==> config.mk <==
export PLATFORM = sky130hd
export DESIGN_NAME = acc_alu
export DESIGN_NICKNAME = d
export VERILOG_FILES = /design/src/rtl/acc_alu_pkg.sv /design/src/rtl/acc_alu_arith.sv /design/src/rtl/acc_alu_shift.sv /design/src/rtl/acc_alu_logic.sv /design/src/rtl/acc_alu.sv
export SDC_FILE = /design/constraint.sdc
export NUM_CORES = 1
export LEC_CHECK = 0
export ABC_AREA = 0
export BUFFER_PORTS_ARGS = -buffer_cell sky130_fd_sc_hd__buf_4
export CAP_MARGIN = 20
export CORE_MARGIN = 5
export CORE_UTILIZATION = 53
export DETAILED_ROUTE_END_ITERATION = 16
export GPL_TIMING_DRIVEN = 0
export HOLD_SLACK_MARGIN = 0.03
export PLACE_DENSITY = 0.8
export SETUP_SLACK_MARGIN = 0.15
export SLEW_MARGIN = 10
export SYNTH_ARGS = -nofsm -noshare
export SYNTH_HDL_FRONTEND = slang
export SYNTH_SLANG_ARGS = --single-unit
==> constraint.sdc <==
create_clock -name clk -period 6.3 [get_ports clk]
set_clock_uncertainty 0.1 [all_clocks]
set_input_delay 1.26 -clock clk [delete_from_list [all_inputs] [get_ports clk]]
set_output_delay 1.26 -clock clk [all_outputs]
set_load 0.02 [all_outputs]
==> src/rtl/acc_alu_pkg.sv <==
package acc_alu_pkg;
  typedef enum logic [3:0] {
    OP_SUB  = 4'd0,
    OP_MUL  = 4'd1,
    OP_ROL  = 4'd2,
    OP_ROR  = 4'd3,
    OP_ROLC = 4'd4,
    OP_RORC = 4'd5,
    OP_SWAP = 4'd6,
    OP_MSET = 4'd7,
    OP_MCPL = 4'd8
  } alu_op_t;

  typedef struct packed {
    logic cy;
    logic ac;
    logic ov;
  } flags_t;
endpackage

==> src/rtl/acc_alu_arith.sv <==
module acc_alu_arith
  #(parameter int W = 8)
  (
    input  logic [W-1:0] a,
    input  logic [W-1:0] b,
    input  logic [W-1:0] mb,
    input  logic         cin,
    output logic [W-1:0] diff,
    output logic         bor_top,
    output logic         bor_half,
    output logic         sub_ov,
    output logic [W-1:0] prod_lo,
    output logic [W-1:0] prod_hi
  );
  localparam int HALF = W / 2;

  logic [W:0]      full_d;
  logic [HALF:0]   low_d;
  logic [W-1:0]    part_d;
  logic [2*W-1:0]  prod;

  always_comb begin
    full_d = {1'b0, a} - {1'b0, b} - {{W{1'b0}}, cin};
    low_d  = {1'b0, a[HALF-1:0]} - {1'b0, b[HALF-1:0]} - {{HALF{1'b0}}, cin};
    part_d = {1'b0, a[W-2:0]} - {1'b0, b[W-2:0]} - {{(W-1){1'b0}}, cin};
    prod   = {{W{1'b0}}, a} * {{W{1'b0}}, mb};
  end

  assign diff     = full_d[W-1:0];
  assign bor_top  = full_d[W];
  assign bor_half = low_d[HALF];
  assign sub_ov   = part_d[W-1] ^ full_d[W];
  assign prod_lo  = prod[W-1:0];
  assign prod_hi  = prod[2*W-1:W];

  always_comb begin
    if (b == '0 && !cin)
      assert (!bor_top && !bor_half && !sub_ov) else $error("AST_NO_BORROW_ZERO");
  end
endmodule

==> src/rtl/acc_alu_shift.sv <==
module acc_alu_shift
  import acc_alu_pkg::*;
  #(parameter int W = 8)
  (
    input  alu_op_t      op,
    input  logic [W-1:0] a,
    input  logic         cin,
    output logic [W-1:0] res,
    output logic         cout
  );
  localparam int HALF = W / 2;

  always_comb begin
    res  = a;
    cout = cin;
    unique case (op)
      OP_ROL:  res = {a[W-2:0], a[W-1]};
      OP_ROR:  res = {a[0], a[W-1:1]};
      OP_ROLC: begin res = {a[W-2:0], cin}; cout = a[W-1]; end
      OP_RORC: begin res = {cin, a[W-1:1]}; cout = a[0]; end
      OP_SWAP: res = {a[HALF-1:0], a[W-1:HALF]};
      default: ;
    endcase
  end
endmodule

==> src/rtl/acc_alu_logic.sv <==
module acc_alu_logic
  #(parameter int W = 8)
  (
    input  logic [W-1:0] dest,
    input  logic [W-1:0] mask,
    input  logic         toggle,
    output logic [W-1:0] res
  );
  for (genvar i = 0; i < W; i++) begin : g_bit
    always_comb begin
      if (!mask[i])    res[i] = dest[i];
      else if (toggle) res[i] = ~dest[i];
      else             res[i] = 1'b1;
    end
  end
endmodule

==> src/rtl/acc_alu.sv <==
module acc_alu
  import acc_alu_pkg::*;
  #(parameter int W = 8)
  (
    input  logic         clk,
    input  logic         rst_n,
    input  logic [3:0]   op_i,
    input  logic [W-1:0] acc_i,
    input  logic [W-1:0] opnd_i,
    input  logic [W-1:0] imm_i,
    input  logic         mask_acc_i,
    input  logic [W-1:0] breg_i,
    input  logic         cy_i,
    input  logic         flag_we_i,
    output logic [W-1:0] res_o,
    output logic [W-1:0] res_hi_o,
    output logic         res_hi_vld_o,
    output logic         cy_o,
    output logic         ac_o,
    output logic         ov_o
  );
  alu_op_t op;
  assign op = alu_op_t'(op_i);

  // reset: asynchronous assertion, clocked release
  logic rst_s1, rst_s2;
  always_ff @(posedge clk or negedge rst_n) begin
    if (!rst_n) begin
      rst_s1 <= 1'b0;
      rst_s2 <= 1'b0;
    end else begin
      rst_s1 <= 1'b1;
      rst_s2 <= rst_s1;
    end
  end

  logic [W-1:0] diff, plo, phi, sh_res, lg_res, mask;
  logic         bor_top, bor_half, sub_ov, sh_cy;

  acc_alu_arith #(.W(W)) u_arith (
    .a(acc_i), .b(opnd_i), .mb(breg_i), .cin(cy_i),
    .diff(diff), .bor_top(bor_top), .bor_half(bor_half), .sub_ov(sub_ov),
    .prod_lo(plo), .prod_hi(phi)
  );

  acc_alu_shift #(.W(W)) u_shift (
    .op(op), .a(acc_i), .cin(cy_i), .res(sh_res), .cout(sh_cy)
  );

  assign mask = mask_acc_i ? acc_i : imm_i;

  acc_alu_logic #(.W(W)) u_logic (
    .dest(opnd_i), .mask(mask), .toggle(op == OP_MCPL), .res(lg_res)
  );

  flags_t flg_q, flg_d, flg_new;
  logic   wr_cy, wr_ac, wr_ov;

  // result mux and per-operation flag definitions
  always_comb begin
    res_o        = acc_i;
    res_hi_o     = '0;
    res_hi_vld_o = 1'b0;
    flg_new      = flg_q;
    wr_cy        = 1'b0;
    wr_ac        = 1'b0;
    wr_ov        = 1'b0;
    unique case (op)
      OP_SUB: begin
        res_o   = diff;
        flg_new = '{cy: bor_top, ac: bor_half, ov: sub_ov};
        wr_cy = 1'b1; wr_ac = 1'b1; wr_ov = 1'b1;
      end
      OP_MUL: begin
        res_o        = plo;
        res_hi_o     = phi;
        res_hi_vld_o = 1'b1;
        flg_new.cy   = 1'b0;
        flg_new.ov   = |phi;
        wr_cy = 1'b1; wr_ov = 1'b1;
      end
      OP_ROL, OP_ROR, OP_SWAP: res_o = sh_res;
      OP_ROLC, OP_RORC: begin
        res_o      = sh_res;
        flg_new.cy = sh_cy;
        wr_cy      = 1'b1;
      end
      OP_MSET, OP_MCPL: res_o = lg_res;
      default: ;
    endcase
  end

  // flag next state
  always_comb begin
    flg_d = flg_q;
    if (flag_we_i) begin
      if (wr_cy) flg_d.cy = flg_new.cy;
      if (wr_ac) flg_d.ac = flg_new.ac;
      if (wr_ov) flg_d.ov = flg_new.ov;
    end
  end

  always_ff @(posedge clk or negedge rst_s2) begin
    if (!rst_s2) flg_q <= '0;
    else         flg_q <= flg_d;
  end

  assign cy_o = flg_q.cy;
  assign ac_o = flg_q.ac;
  assign ov_o = flg_q.ov;

  AST_FLAGS_HOLD: assert property (@(posedge clk) disable iff (!rst_s2)
    !flag_we_i |=> $stable({cy_o, ac_o, ov_o}))
    else $error("AST_FLAGS_HOLD");
  AST_MUL_CY_CLEAR: assert property (@(posedge clk) disable iff (!rst_s2)
    (flag_we_i && op_i == 4'd1) |=> (!cy_o && $stable(ac_o)))
    else $error("AST_MUL_CY_CLEAR");
  AST_MUL_OV: assert property (@(posedge clk) disable iff (!rst_s2)
    (flag_we_i && op_i == 4'd1) |=> (ov_o == ($past(res_hi_o) != '0)))
    else $error("AST_MUL_OV");
  AST_RLC_CY: assert property (@(posedge clk) disable iff (!rst_s2)
    (flag_we_i && op_i == 4'd4) |=> (cy_o == $past(acc_i[W-1])))
    else $error("AST_RLC_CY");
  AST_SWAP_NOFLAG: assert property (@(posedge clk) disable iff (!rst_s2)
    (op_i == 4'd6) |=> $stable({cy_o, ac_o, ov_o}))
    else $error("AST_SWAP_NOFLAG");
  AST_HI_VLD: assert property (@(posedge clk) disable iff (!rst_s2)
    res_hi_vld_o |-> (op_i == 4'd1))
    else $error("AST_HI_VLD");
endmodule

Yosys cells after proc, flatten, opt, wreduce, memory -nomap -nowiden. Cells that the tools add are included.

Word-level logic and storage cells: 68. Register bits after elaboration: 5.

Muxes and demuxes: 27. Bitwise logic cells: 9. Reduce and logical (&&, ||, !) cells: 12. Add/sub/neg operators: 6. Multiply operators: 1. Eq/ne operators: 8.

Operator list (count): case mux 8 bit (5 select lines) (1); case mux 8 bit (4 select lines) (1); 2-to-1 mux 1 bit (20); == test 4 x 3 -> 1 bit, second input constant (4); multiplier 8 x 8 -> 16 bit (1); 2-to-1 mux 8 bit (2); AND reduction 3 bit (3); subtractor 8 x 8 -> 9 bit (1); subtractor 9 x 1 -> 9 bit (1); == test 4 x 2 -> 1 bit, second input constant (2); NOT 1 bit (8); OR reduction 8 bit (1); subtractor 7 x 7 -> 8 bit (1); subtractor 8 x 1 -> 8 bit (1); OR reduction 2 bit (3); OR reduction 5 bit (1); subtractor 4 x 4 -> 5 bit (1); subtractor 5 x 1 -> 5 bit (1); == test 4 x 1 -> 1 bit, second input constant (1); == test 4 bit, second input constant (1); logical NOT 4 bit (1); case mux 1 bit (2 select lines) (2); OR reduction 4 bit (1); case mux 1 bit (3 select lines) (1); 3 further kinds (3).

Depth between registers and ports, before layout. Gate-level depths: netlist of run 1.

Depth after elaboration: 4. Depth in mapped cells: 18. Mapped depth without buffers: 17.

Modules after synthesis. Synthesis of run 1 repeated with hierarchy kept, for this count alone.

Cells, all modules: 482. Area, all modules: 3931.3 um^2.

Modules (own cells, without submodules): acc_alu_arith (instances 1, area an instance 2666.3 um^2, cells an instance 322); acc_alu (instances 1, area an instance 745.7 um^2, cells an instance 90); acc_alu_shift (instances 1, area an instance 407.9 um^2, cells an instance 53); acc_alu_logic (instances 1, area an instance 111.4 um^2, cells an instance 17).

Worst setup path before layout of run 1. Ideal clock, no wire load.

Path kind: input port to output port. From: input port acc_i[2]. To: output port res_hi_o[6]. Arrival: 5.404 ns. Stages: 15. Path buffers: 1. Slack: -0.464 ns. Cell sequence: clkbuf_1 -> and2_1 -> fa_1 -> fa_1 -> fa_1 -> inv_1 -> fa_1 -> inv_1 -> ha_1 -> a2111oi_0 -> o21ai_1 -> a221oi_2 -> o21ai_1 -> xnor2_1 -> nor2_1.

Cells in the longest elaborated chain, start to end: 2.

Ends and longest elaborated chain: start: declaration (line acc_alu.sv:8) `input logic [W-1:0] acc_i,`; multiplier 8 x 8 -> 16 bit (line acc_alu_arith.sv:26) `prod = {{W{1'b0}}, a} * {{W{1'b0}}, mb};`; 2-to-1 mux 8 bit (line acc_alu.sv:68) `unique case (op)`; end: declaration (line acc_alu.sv:16) `output logic [W-1:0] res_hi_o,`.

No other way between the ends.

Worst setup path after layout of run 1.
From: input port acc_i[4]. To: output port res_hi_o[4].

The elaborated chain is that of the path after synthesis.

==> results of run 1 <==
==> final cells by class <==
type | count | area [um2]
Multi-Input combinational cell | 358 | 3390
Tap cell | 80 | 100
Buffer | 17 | 189
Inverter | 71 | 267
Sequential cell | 5 | 125
Fill cell | 488 | 1880
Timing Repair Buffer | 86 | 683
Clock buffer | 4 | 45.0
==> worst max path at each step <==
stage                  endpoint  slack, ps  depth (start not counted)
detailed placement  res_hi_o[7]       -510                         19
CTS                 res_hi_o[6]       -350                         17
global placement    res_hi_o[7]       -440                         19
floorplan           res_hi_o[6]          1                         15
finish              res_hi_o[4]       -420                         17
global route        res_hi_o[6]       -470                         18
==> flip-flops by register name, summed over array words and instances, names as in the netlist <==
register,cells
ac_o,1
rst_s1,1
ov_o,1
cy_o,1
rst_s2,1
==> placed cells by master (no fill, tap or decap), types with 6 or more instances in the layout <==
cell	n
sky130_fd_sc_hd__buf_2	6
sky130_fd_sc_hd__and2_4	14
sky130_fd_sc_hd__xnor2_1	7
sky130_fd_sc_hd__buf_6	8
sky130_fd_sc_hd__mux2_2	9
sky130_fd_sc_hd__inv_2	10
sky130_fd_sc_hd__fa_1	35
sky130_fd_sc_hd__inv_1	61
sky130_fd_sc_hd__nand2b_1	6
sky130_fd_sc_hd__a21oi_1	14
sky130_fd_sc_hd__ha_1	42
sky130_fd_sc_hd__o21ai_0	11
sky130_fd_sc_hd__ha_4	6
sky130_fd_sc_hd__xor2_1	11
sky130_fd_sc_hd__nand3_1	9
sky130_fd_sc_hd__buf_4	75
sky130_fd_sc_hd__nand2_1	40
sky130_fd_sc_hd__and2_1	33
sky130_fd_sc_hd__nor2_1	17
sky130_fd_sc_hd__o211ai_1	11
==> logic make-up after synthesis <==
kind of cell               after synthesis
and+or+nand+nor                        146
muxes                                    9
AOI/OAI and AO/OA                       92
adders and majority gates               88
other                                    1
DFF                                      5
buffers and inverters                   89
xor gates and xnor gates                22
==> layer usage <==
| layer | global-route usage | wire [um] | vias up |
|---|---|---|---|
| met2 | 0.439 | 5620 | 178 |
| met1 | 0.304 | 4400 | 1785 |
| met4 | 0.0780 | 469 | 0 |
| met3 | 0.0276 | 833 | 44 |
| met5 | 0 | 0 | - |
| li1 | - | - | 1704 |
==> synth_stat cells (all sizes together) (3+ instances only) <==
library cell,number
nand3,9
nand2,42
a21oi,20
o21ai,18
a21o,4
xnor2,9
ha,50
a222oi,3
and2,47
clkbuf,10
nor3,6
fa,38
xor2,13
inv,71
buf,8
a211oi,9
a221oi,3
a31oi,4
nand2b,6
dfrtp,5
nor2,20
mux2,9
o211ai,11
==> report_power, final <==
part           internal [mW]  total (mW)  switching (mW)
clock                 0.0434      0.0585          0.0152
sequential            0.0380      0.0425         0.00452
combinational          0.592        1.21           0.617
total                  0.673        1.31           0.637
==> critical path, delay by kind of cell <==
kind	cells	cell delay [ps]
buf+inv	6	650
simple gates	2	220
xor+xnor	1	270
fa+ha+maj	5	2140
compound gates	3	840
==> per-stage QoR <==
stage / cell area [um2] / hold WS, ps / power, mW / utilization
after global routing: 4800 / 273 / 1.40 / 0.718
final: 4800 / 257 / 1.31 / 0.718
after detailed placement: 4270 / -60.2 / 0.844 / 0.639
after CTS: 4580 / 262 / 1.09 / 0.685
after floorplan: 3740 / -73.5 / 0.653 / -
after global placement: 4270 / -62.5 / 0.819 / 0.639
==> timing repair <==
item                                    in CTS  in global routing
pin swaps                                   25                 25
hold endpoints to repair                     3                  0
endpoints found under the setup margin      10                 11
resized for setup                           22                 40
setup buffers                               18                 10
hold buffers                                 1                  0
==> out/summary.md, run 1 <==
* mux contribution to synthesized area: 0.0282
* complex-gate fraction of the synthesized area: 0.187
* worst min-delay path category: register to register
* post-synthesis average cell area: 7.96 um2
* reg-to-reg critical path startpoint: ov_o
* count of endpoints failing setup in the final report: 6
* wire length per cell: 18.2 um
* cell accounting for the most synthesized area: sky130_fd_sc_hd__fa_1
* aggregate global routing overflow: 0
* maximum number of pins on one net before global-route repair: 12
* portion of synthesized cell area occupied by the leading cell type: 0.211
* wire length reported by the detailed router: 11300 um
* vias per cell: 5.98
* setup TNS: -1620 ps
* WP data required: 4940 ps
* Worst Setup End Kind: output port
* source of the critical timing path: acc_i[4]
* count of unresolved DRC violations after routing: 0
* minimum setup slack among reg-to-reg paths: 5400 ps
* maximum net fanout on the critical path: 6
* combinational family with the most area after synthesis: adder cells
* placed wire-length estimate after detailed placement: 8150 um
* initial antenna violation count: 0
* worst-path cell with the longest stage delay: sky130_fd_sc_hd__fa_1
* iteration-0 DRC count of the detailed router: 207
* kind of critical path: primary input to output port
* result of the run: complete, but fails checks
* worst hold path endpoint: rst_s2
* final critical-path setup slack: -425 ps
* core box area: 6680 um2
* startpoint type of the worst setup path: primary input
* flip-flop cell with the highest count after synthesis: sky130_fd_sc_hd__dfrtp_1
* sequential area share after synthesis: 0.0348
* Cells on Worst Hold Path: 0
* horizontal die dimension: 92.4 um
* Synthesized Nets: 581
* Post-Synth Adder-Cell Area: 0.385
* number of maximum-capacitance constraint violations: 0
* Max stage delay on crit path: 500 ps
* effective utilization at floorplan: 0.538
* share of the synthesized netlist area taken by xor and xnor gates: 0.0536
* share of async-settable or async-resettable flops after synthesis: 1.00
* unrepaired setup endpoints after global routing: yes
* data arrival time of the critical path: 5360 ps
* largest vdd supply drop: 221 uV
* number of enable flip-flop cells after synthesis: 0
* number of global-route vias before repair: 3774
* total of flip-flops plus latches after synthesis: 5
* cell mode on critical path: sky130_fd_sc_hd__fa_1
* global routing usage summed across all routing layers: 0.244
* final clock period utilization by the worst path: 1.07
* first-pass GRT wire length: 17100 um
* slew margin rel.: 0.608
* worst reg2reg path endpoint: ov_o
* y dimension of the die: 92.4 um
* depth of the most critical reg-to-reg path: 2
* count of input and output buffers: 57
* actual transition at the worst max-transition pin: 583 ps
* area of the die: 8530 um2
* Layout Area Growth over Synthesis: 33.4%
* Core Rows: 30
* cell area after synthesis: 3600 um2
* Syn Inst Count: 452
* count of clock tree sinks: 5
* TritonCTS clock tree: yes
* post-placement worst setup slack: -511 ps
* total of warnings raised by yosys: 0
* failing checks: negative setup slack
* total number of H-tree levels: 1
* Worst-Skew Late Latency: 220 ps
* Post-Place Cells: 589
* number of hold-slack violations in the final timing report: 0
* Leakage Power: 2.30 nW
* CTS clk-pin slew, worst paths: 30 ps
* final weighted congestion in routability-driven placement: 0.876
* count of pins on the block boundary: 61
* share of final-layout standard cells stronger than drive strength 1: 0.329
* simple-gate share of the synthesized area: 0.215
* Net count, final: 671
* count of vias placed by the detailed router: 3711
* Post-Layout Cell Count: 621
* hold_sp: rst_s1
* 1st-pass router iterations: 5
* number of buffers added by the clock tree synthesis step: 3
* critical path, cell by cell: buf_8 -> clkbuf_16 -> buf_4 -> and2_4 -> fa_1 -> fa_1 -> fa_1 -> inv_1 -> fa_1 -> inv_2 -> ha_4 -> a2111oi_4 -> o21ai_2 -> a221oi_4 -> xor2_1 -> nor2_2 -> buf_6
* antenna violation net count after detailed routing: 0
* maximum clock frequency: 0.149 GHz
* number of inserted diodes: 0
* Netlist cell types: 62
* power density over the cells: 273 nW/um2
* clock root cell: sky130_fd_sc_hd__clkbuf_8
* CTS max path bufs: 2
* leading cell types by total area after synthesis: sky130_fd_sc_hd__fa_1 21%, sky130_fd_sc_hd__ha_1 17%, sky130_fd_sc_hd__and2_1 8.2%
* Tmin final: 6720 ps
* final number of max-transition violations: 0
Power figures use the tool's default switching activity.
==> run 2, diff against run 1 <==
--- a/config.mk
+++ b/config.mk
@@ -9,11 +9,11 @@
 export BUFFER_PORTS_ARGS = -buffer_cell sky130_fd_sc_hd__buf_4
 export CAP_MARGIN = 20
 export CORE_MARGIN = 5
-export CORE_UTILIZATION = 53
+export CORE_UTILIZATION = 55
 export DETAILED_ROUTE_END_ITERATION = 16
 export GPL_TIMING_DRIVEN = 0
 export HOLD_SLACK_MARGIN = 0.03
-export PLACE_DENSITY = 0.8
+export PLACE_DENSITY = 0.79
 export SETUP_SLACK_MARGIN = 0.15
 export SLEW_MARGIN = 10
 export SYNTH_ARGS = -nofsm -noshare
==> constraint.sdc (replaced) <==
create_clock -name clk -period 6.25 [get_ports clk]
set_clock_uncertainty 0.1 [all_clocks]
set_input_delay 1.25 -clock clk [delete_from_list [all_inputs] [get_ports clk]]
set_output_delay 1.25 -clock clk [all_outputs]
set_load 0.02 [all_outputs]
==> run 2 against run 1 <==
The flow still finishes with violations (negative setup slack). Sequential power hardly changed. Critical path depth stayed put. Final area increased by 1.0%. Wire length down 3.4%. Global-route usage increased by 0.63 points. Power down 0.27%. Clock-buffer cell count unchanged. Clock power grew 3%. First-iteration DRC count increased by 22%. Sequential share of layout area about the same. Setup slack lost 44 ps. Register-to-register slack about the same. Critical path type unchanged. Highest routed layer unchanged.
==> out/summary.md, run 2 (synthesis gave the netlist of run 1 again) <==
* result of the run: complete, but fails checks, unchanged
* failing checks: negative setup slack, unchanged
* post-placement worst setup slack: -574 ps, was -511 ps
* final critical-path setup slack: -469 ps, was -425 ps
* final core utilization: 0.763, was 0.718
* area of placed instances: 4270 um2, about the same
* Filler Cell Count: 450, was 488
* wire length per cell: 17.9 um, was 18.2 um
* number of maximum-capacitance constraint violations: 0, unchanged
* number of inserted diodes: 0, unchanged
* Core Rows: 29, was 30
* total number of H-tree levels: 1, unchanged
* register area: 125 um2, unchanged
* iteration-0 DRC count of the detailed router: 253, was 207
* CP Buf/Inv Count: 5, was 6
* cell mode on critical path: sky130_fd_sc_hd__fa_1, unchanged
* Post-Layout Cell Count: 612, was 621
* first-pass GRT wire length: 17200 um, was 17100 um
* WP data required: 4900 ps, was 4940 ps
* clock root cell: sky130_fd_sc_hd__clkbuf_8, unchanged
* 1st-pass router iterations: 5, unchanged
* horizontal die dimension: 90.9 um, was 92.4 um
* number of buffers added by the clock tree synthesis step: 3, unchanged
* placed wire-length estimate after detailed placement: 8040 um, was 8150 um
* maximum number of pins on one net before global-route repair: 12, unchanged
* number of global-route vias before repair: 3650, was 3774
* area of the multi-input gates: 3420 um2, was 3390 um2
* CTS max path bufs: 2, unchanged
* number of hold-slack violations in the final timing report: 0, unchanged
* effective utilization at floorplan: 0.567, was 0.538
* Worst-Skew Late Latency: 220 ps, about the same
* count of vias placed by the detailed router: 3590, was 3711
* count of pins on the block boundary: 61, unchanged
* delay-heaviest family, CP: adder cells, unchanged
* Post-Place Cells: 586, was 589
* Layout Area Growth over Synthesis: 34.7%, was 33.4%
* unrepaired setup endpoints after global routing: yes, unchanged
* TritonCTS clock tree: yes, unchanged
* post-layout power: 1.31 mW, about the same
* depth of the most critical reg-to-reg path: 2, unchanged
* final clock period utilization by the worst path: 1.07
* worst-path cell with the longest stage delay: sky130_fd_sc_hd__fa_1, unchanged
* Leakage Power: 2.31 nW, was 2.30 nW
* share of final-layout standard cells stronger than drive strength 1: 0.310, was 0.329
* critical path, cell by cell: buf_8 -> clkbuf_16 -> and2_4 -> fa_1 -> fa_1 -> fa_1 -> inv_1 -> fa_1 -> inv_2 -> ha_4 -> a2111oi_4 -> o21ai_2 -> a221oi_4 -> o21ai_2 -> xnor2_1 -> nor2_2 -> buf_6, was buf_8 -> clkbuf_16 -> buf_4 -> and2_4 -> fa_1 -> fa_1 -> fa_1 -> inv_1 -> fa_1 -> inv_2 -> ha_4 -> a2111oi_4 -> o21ai_2 -> a221oi_4 -> xor2_1 -> nor2_2 -> buf_6
* minimum setup slack among reg-to-reg paths: 5390 ps, was 5400 ps
* startpoint type of the worst setup path: primary input, unchanged
* end point of the critical path: res_hi_o[6], was res_hi_o[4]
* worst reg2reg path endpoint: ov_o, unchanged
* maximum net fanout on the critical path: 10, was 6
* power density over the cells: 270 nW/um2, was 273 nW/um2
* initial antenna violation count: 0, unchanged
* setup TNS: -1720 ps, was -1620 ps
* wire length reported by the detailed router: 10900 um, was 11300 um
* final weighted congestion in routability-driven placement: 0.934, was 0.876
* data arrival time of the critical path: 5370 ps, was 5360 ps
* kind of critical path: primary input to output port, unchanged
* core box area: 6350 um2, was 6680 um2
* Net count, final: 665, was 671
* antenna violation net count after detailed routing: 0, unchanged
* reg-to-reg critical path startpoint: ov_o, unchanged
* most common library cell in the layout ignoring fill and taps: sky130_fd_sc_hd__inv_1, was sky130_fd_sc_hd__buf_4
* global routing usage summed across all routing layers: 0.251, was 0.244
* source of the critical timing path: acc_i[7], was acc_i[4]
* area of the die: 8260 um2, was 8530 um2
* maximum clock frequency: 0.149 GHz
* largest vdd supply drop: 196 uV, was 221 uV
* slew margin rel.: 0.579, was 0.608
* Max stage delay on crit path: 570 ps, was 500 ps
* count of endpoints failing setup in the final report: 6, unchanged
* aggregate global routing overflow: 0, unchanged
* count of unresolved DRC violations after routing: 0, unchanged
* count of clock tree sinks: 5, unchanged
* critical path depth in cells: 17, unchanged
* worst min-delay path category: register to register, unchanged
* worst hold slack after final layout: 252 ps, was 257 ps
* count of input and output buffers: 57, unchanged
* Layout Cell Area excl Fill: 4850 um2, was 4800 um2
* final number of max-transition violations: 0, unchanged
* actual transition at the worst max-transition pin: 626 ps, was 583 ps
* vias per cell: 5.87, was 5.98
* highest-count cells in the layout ignoring fill and taps: 62 x sky130_fd_sc_hd__inv_1, 60 x sky130_fd_sc_hd__buf_4, 44 x sky130_fd_sc_hd__ha_1, 42 x sky130_fd_sc_hd__nand2_1, was 75 x sky130_fd_sc_hd__buf_4, 61 x sky130_fd_sc_hd__inv_1, 42 x sky130_fd_sc_hd__ha_1, 40 x sky130_fd_sc_hd__nand2_1, 35 x sky130_fd_sc_hd__fa_1
* CTS clk-pin slew, worst paths: 30 ps, about the same
* y dimension of the die: 90.9 um, was 92.4 um
* Tmin final: 6720 ps
* Worst Setup End Kind: output port, unchanged
## run 2: timing repair
item                       in CTS  in global routing
hold buffers                    1                  0
setup buffers                  17                  5
resized for setup              47                 24
setup endpoints to repair      12                 12
hold endpoints to repair        3                  0
pin swaps                      27                 26
## run 2: power by group
group	switching [mW]	internal [mW]
clock network	0.0162	0.0438
registers	0.00424	0.0383
logic	0.630	0.574
total	0.650	0.656
## run 2: per-layer routing
metal	global-route usage	share of wire	vias to the layer above
li1	-	-	1689
met1	0.333	0.42	1722
met2	0.433	0.49	155
met3	0.0217	0.062	24
met4	0.0709	0.024	0
met5	0	0	-
## run 2: area by class of cell
cell class | count | area share
Multi-Input combinational cell | 358 | 0.706
Sequential cell | 5 | 0.0258
Clock buffer | 4 | 0.00930
Buffer | 17 | 0.0431
Inverter | 71 | 0.0550
Tap cell | 77 | 0.0199
Timing Repair Buffer | 80 | 0.141
## run 2: worst min-delay path by stage
stage	start	slack (ps)	depth (start not counted)	to
after floorplan	rst_s2	-70	0	ac_o
after global placement	rst_s2	-60	0	ac_o
after detailed placement	rst_s2	-60	0	ac_o
after CTS	rst_s1	250	0	rst_s2
after global routing	rst_s1	260	0	rst_s2
final	rst_s1	250	0	rst_s2
==> run 3, diff against run 2 <==
==> constraint.sdc (replaced) <==
create_clock -name clk -period 8.5 [get_ports clk]
set_clock_uncertainty 0.1 [all_clocks]
set_input_delay 1.7 -clock clk [delete_from_list [all_inputs] [get_ports clk]]
set_output_delay 1.7 -clock clk [all_outputs]
set_load 0.02 [all_outputs]
==> run 3 against run 2 <==
The run now ends clean. Register-to-register slack gained 2200 ps. Wire length decreased by 10%. Power shrank 52%. Critical path depth is 1 lower. Hold slack improved by 1.4 ps. Utilization decreased by 11 points. First-iteration DRC count shrank 38%. Final cell count is 4.7% lower. Critical path type unchanged. Largest cell class unchanged.
==> out/summary.md, run 3 (synthesis gave the netlist of run 1 again) <==
* Worst-Skew Late Latency: 220 ps, about the same
* depth of the most critical reg-to-reg path: 2, unchanged
* count of clock tree sinks: 5, unchanged
* unrepaired setup endpoints after global routing: no, was yes
* aggregate global routing overflow: 0, unchanged
* global routing met3 resource utilization: 0.0283, was 0.0217
* total number of H-tree levels: 1, unchanged
* maximum clock frequency: 0.125 GHz
* vias per cell: 5.88, was 5.87
* hold_sp: rst_s1, unchanged
* Leakage Power: 2.06 nW, was 2.31 nW
* WP data required: 6700 ps, was 4900 ps
* final core utilization: 0.653, was 0.763
* wire length reported by the detailed router: 9800 um, was 10900 um
* Net count, final: 636, was 665
* number of hold-slack violations in the final timing report: 0, unchanged
* core box area: 6350 um2, unchanged
* iteration-0 DRC count of the detailed router: 157, was 253
* source of the critical timing path: acc_i[5], was acc_i[7]
* reg-to-reg critical path startpoint: ov_o, unchanged
* area of the die: 8260 um2, unchanged
* worst hold slack after final layout: 254 ps, was 252 ps
* worst min-delay path category: register to register, unchanged
* CTS max path bufs: 2, unchanged
* global routing usage summed across all routing layers: 0.245, was 0.251
* actual transition at the worst max-transition pin: 602 ps, was 626 ps
* final clock period utilization by the worst path: 0.939
* Filler Cell Count: 557, was 450
* setup TNS: 0 ps, was -1720 ps
* CTS clk-pin slew, worst paths: 30 ps, about the same
* highest-count cells in the layout ignoring fill and taps: 70 x sky130_fd_sc_hd__inv_1, 57 x sky130_fd_sc_hd__buf_4, 50 x sky130_fd_sc_hd__ha_1, 47 x sky130_fd_sc_hd__and2_1, 42 x sky130_fd_sc_hd__nand2_1, was 62 x sky130_fd_sc_hd__inv_1, 60 x sky130_fd_sc_hd__buf_4, 44 x sky130_fd_sc_hd__ha_1, 42 x sky130_fd_sc_hd__nand2_1
* share of final-layout standard cells stronger than drive strength 1: 0.174, was 0.310
* final number of max-transition violations: 0, unchanged
* Post-Layout Cell Count: 583, was 612
* Resized cells post-CTS: 0, was 47
* antenna violation net count after detailed routing: 0, unchanged
* met1 global-route usage: 0.310, was 0.333
* horizontal die dimension: 90.9 um, unchanged
* wire length per cell: 16.8 um, was 17.9 um
* result of the run: completed, was complete, but fails checks
* count of pins on the block boundary: 61, unchanged
* Core Rows: 29, unchanged
* minimum setup slack among reg-to-reg paths: 7560 ps, was 5390 ps
* Worst Setup End Kind: output port, unchanged
* clock root cell: sky130_fd_sc_hd__clkbuf_8, unchanged
* 1st-pass router iterations: 4, was 5
* number of setup buffers added after CTS: 0, was 17
* count of endpoints failing setup in the final report: 0, was 6
* worst reg2reg path endpoint: ov_o, unchanged
* number of inserted diodes: 0, unchanged
* Tmin final: 7980 ps
* y dimension of the die: 90.9 um, unchanged
* maximum net fanout on the critical path: 14, was 10
* data arrival time of the critical path: 6180 ps, was 5370 ps
* largest vdd supply drop: 137 uV, was 196 uV
* startpoint type of the worst setup path: primary input, unchanged
* global-route met2 utilization: 0.438, was 0.433
* post-layout power: 629 uW, was 1.31 mW
* kind of critical path: primary input to output port, unchanged
* most common library cell in the layout ignoring fill and taps: sky130_fd_sc_hd__inv_1, unchanged
* count of vias placed by the detailed router: 3428, was 3590
* Layout Area Growth over Synthesis: 15.3%, was 34.7%
* layer carrying the most global-route usage: met2, unchanged
* maximum number of pins on one net before global-route repair: 13, was 12
* count of input and output buffers: 57, unchanged
* slew margin rel.: 0.596, was 0.579
* count of unresolved DRC violations after routing: 0, unchanged
* Post-Place Cells: 586, unchanged
* number of maximum-capacitance constraint violations: 0, unchanged
* power density over the cells: 152 nW/um2, was 270 nW/um2
* number of buffers added by the clock tree synthesis step: 3, unchanged
* effective utilization at floorplan: 0.567, unchanged
* initial antenna violation count: 0, unchanged
* final weighted congestion in routability-driven placement: 0.886, was 0.934
* end point of the critical path: res_hi_o[6], unchanged
* number of global-route vias before repair: 3645, was 3650
* first-pass GRT wire length: 17000 um, was 17200 um
* placed wire-length estimate after detailed placement: 8320 um, was 8040 um
* Cells on Worst Hold Path: 0, unchanged
* TritonCTS clock tree: yes, unchanged
run 3: final cells by class:
cell class / instances / area, um2 / share of cell area
inverter: 71 / 267 / 0.0643
timing repair buffer: 58 / 438 / 0.106
clock buffer: 4 / 45.0 / 0.0109
tap: 77 / 96.3 / 0.0232
sequential: 5 / 125 / 0.0302
buffer: 10 / 43.8 / 0.0106
multi-input combinational: 358 / 3130 / 0.755
run 3: what timing repair did:
item                                    in CTS  in global routing
hold buffers                                 1                  0
gates cloned                                 0                  0
hold endpoints to repair                     3                  0
endpoints found under the setup margin       1                  2
run 3: metal layers:
| layer | vias up | wire length, um |
|---|---|---|
| li1 | 1630 | - |
| met1 | 1658 | 4120 |
| met2 | 113 | 4960 |
| met3 | 27 | 476 |
| met4 | 0 | 235 |
| met5 | - | 0 |
run 3: through the flow:
stage / worst slack, ps / instance area [um2]
floorplan: 856 / 3600
global placement: 298 / 4120
detailed placement: 125 / 4120
CTS: 150 / 4170
global route: 258 / 4150
finish: 519 / 4150
run 3: power breakdown:
part / leakage, nW / internal (mW) / switching, mW
logic: 1.97 / 0.227 / 0.326
registers: 0.0580 / 0.0282 / 0.00365
clock network: 0.0228 / 0.0322 / 0.0116
run 3: worst max-delay path, cell delays in order:
cell                        delay (ps)
sky130_fd_sc_hd__buf_4             180
sky130_fd_sc_hd__and2_1            190
sky130_fd_sc_hd__fa_1              550
sky130_fd_sc_hd__fa_1              460
sky130_fd_sc_hd__fa_1              550
sky130_fd_sc_hd__inv_1              50
sky130_fd_sc_hd__fa_1              550
sky130_fd_sc_hd__inv_1              50
sky130_fd_sc_hd__ha_1              380
sky130_fd_sc_hd__a2111oi_0         390
sky130_fd_sc_hd__o21ai_1           190
sky130_fd_sc_hd__a221oi_2          350
sky130_fd_sc_hd__o21ai_1           150
sky130_fd_sc_hd__xnor2_1           200
sky130_fd_sc_hd__nor2_1             60
sky130_fd_sc_hd__buf_4             170
run 3: worst min path at each step:
stage	end	slack [ps]
floorplan	ac_o	-70
global placement	ov_o	-60
detailed placement	ov_o	-60
CTS	rst_s2	260
global route	rst_s2	270
finish	rst_s2	250
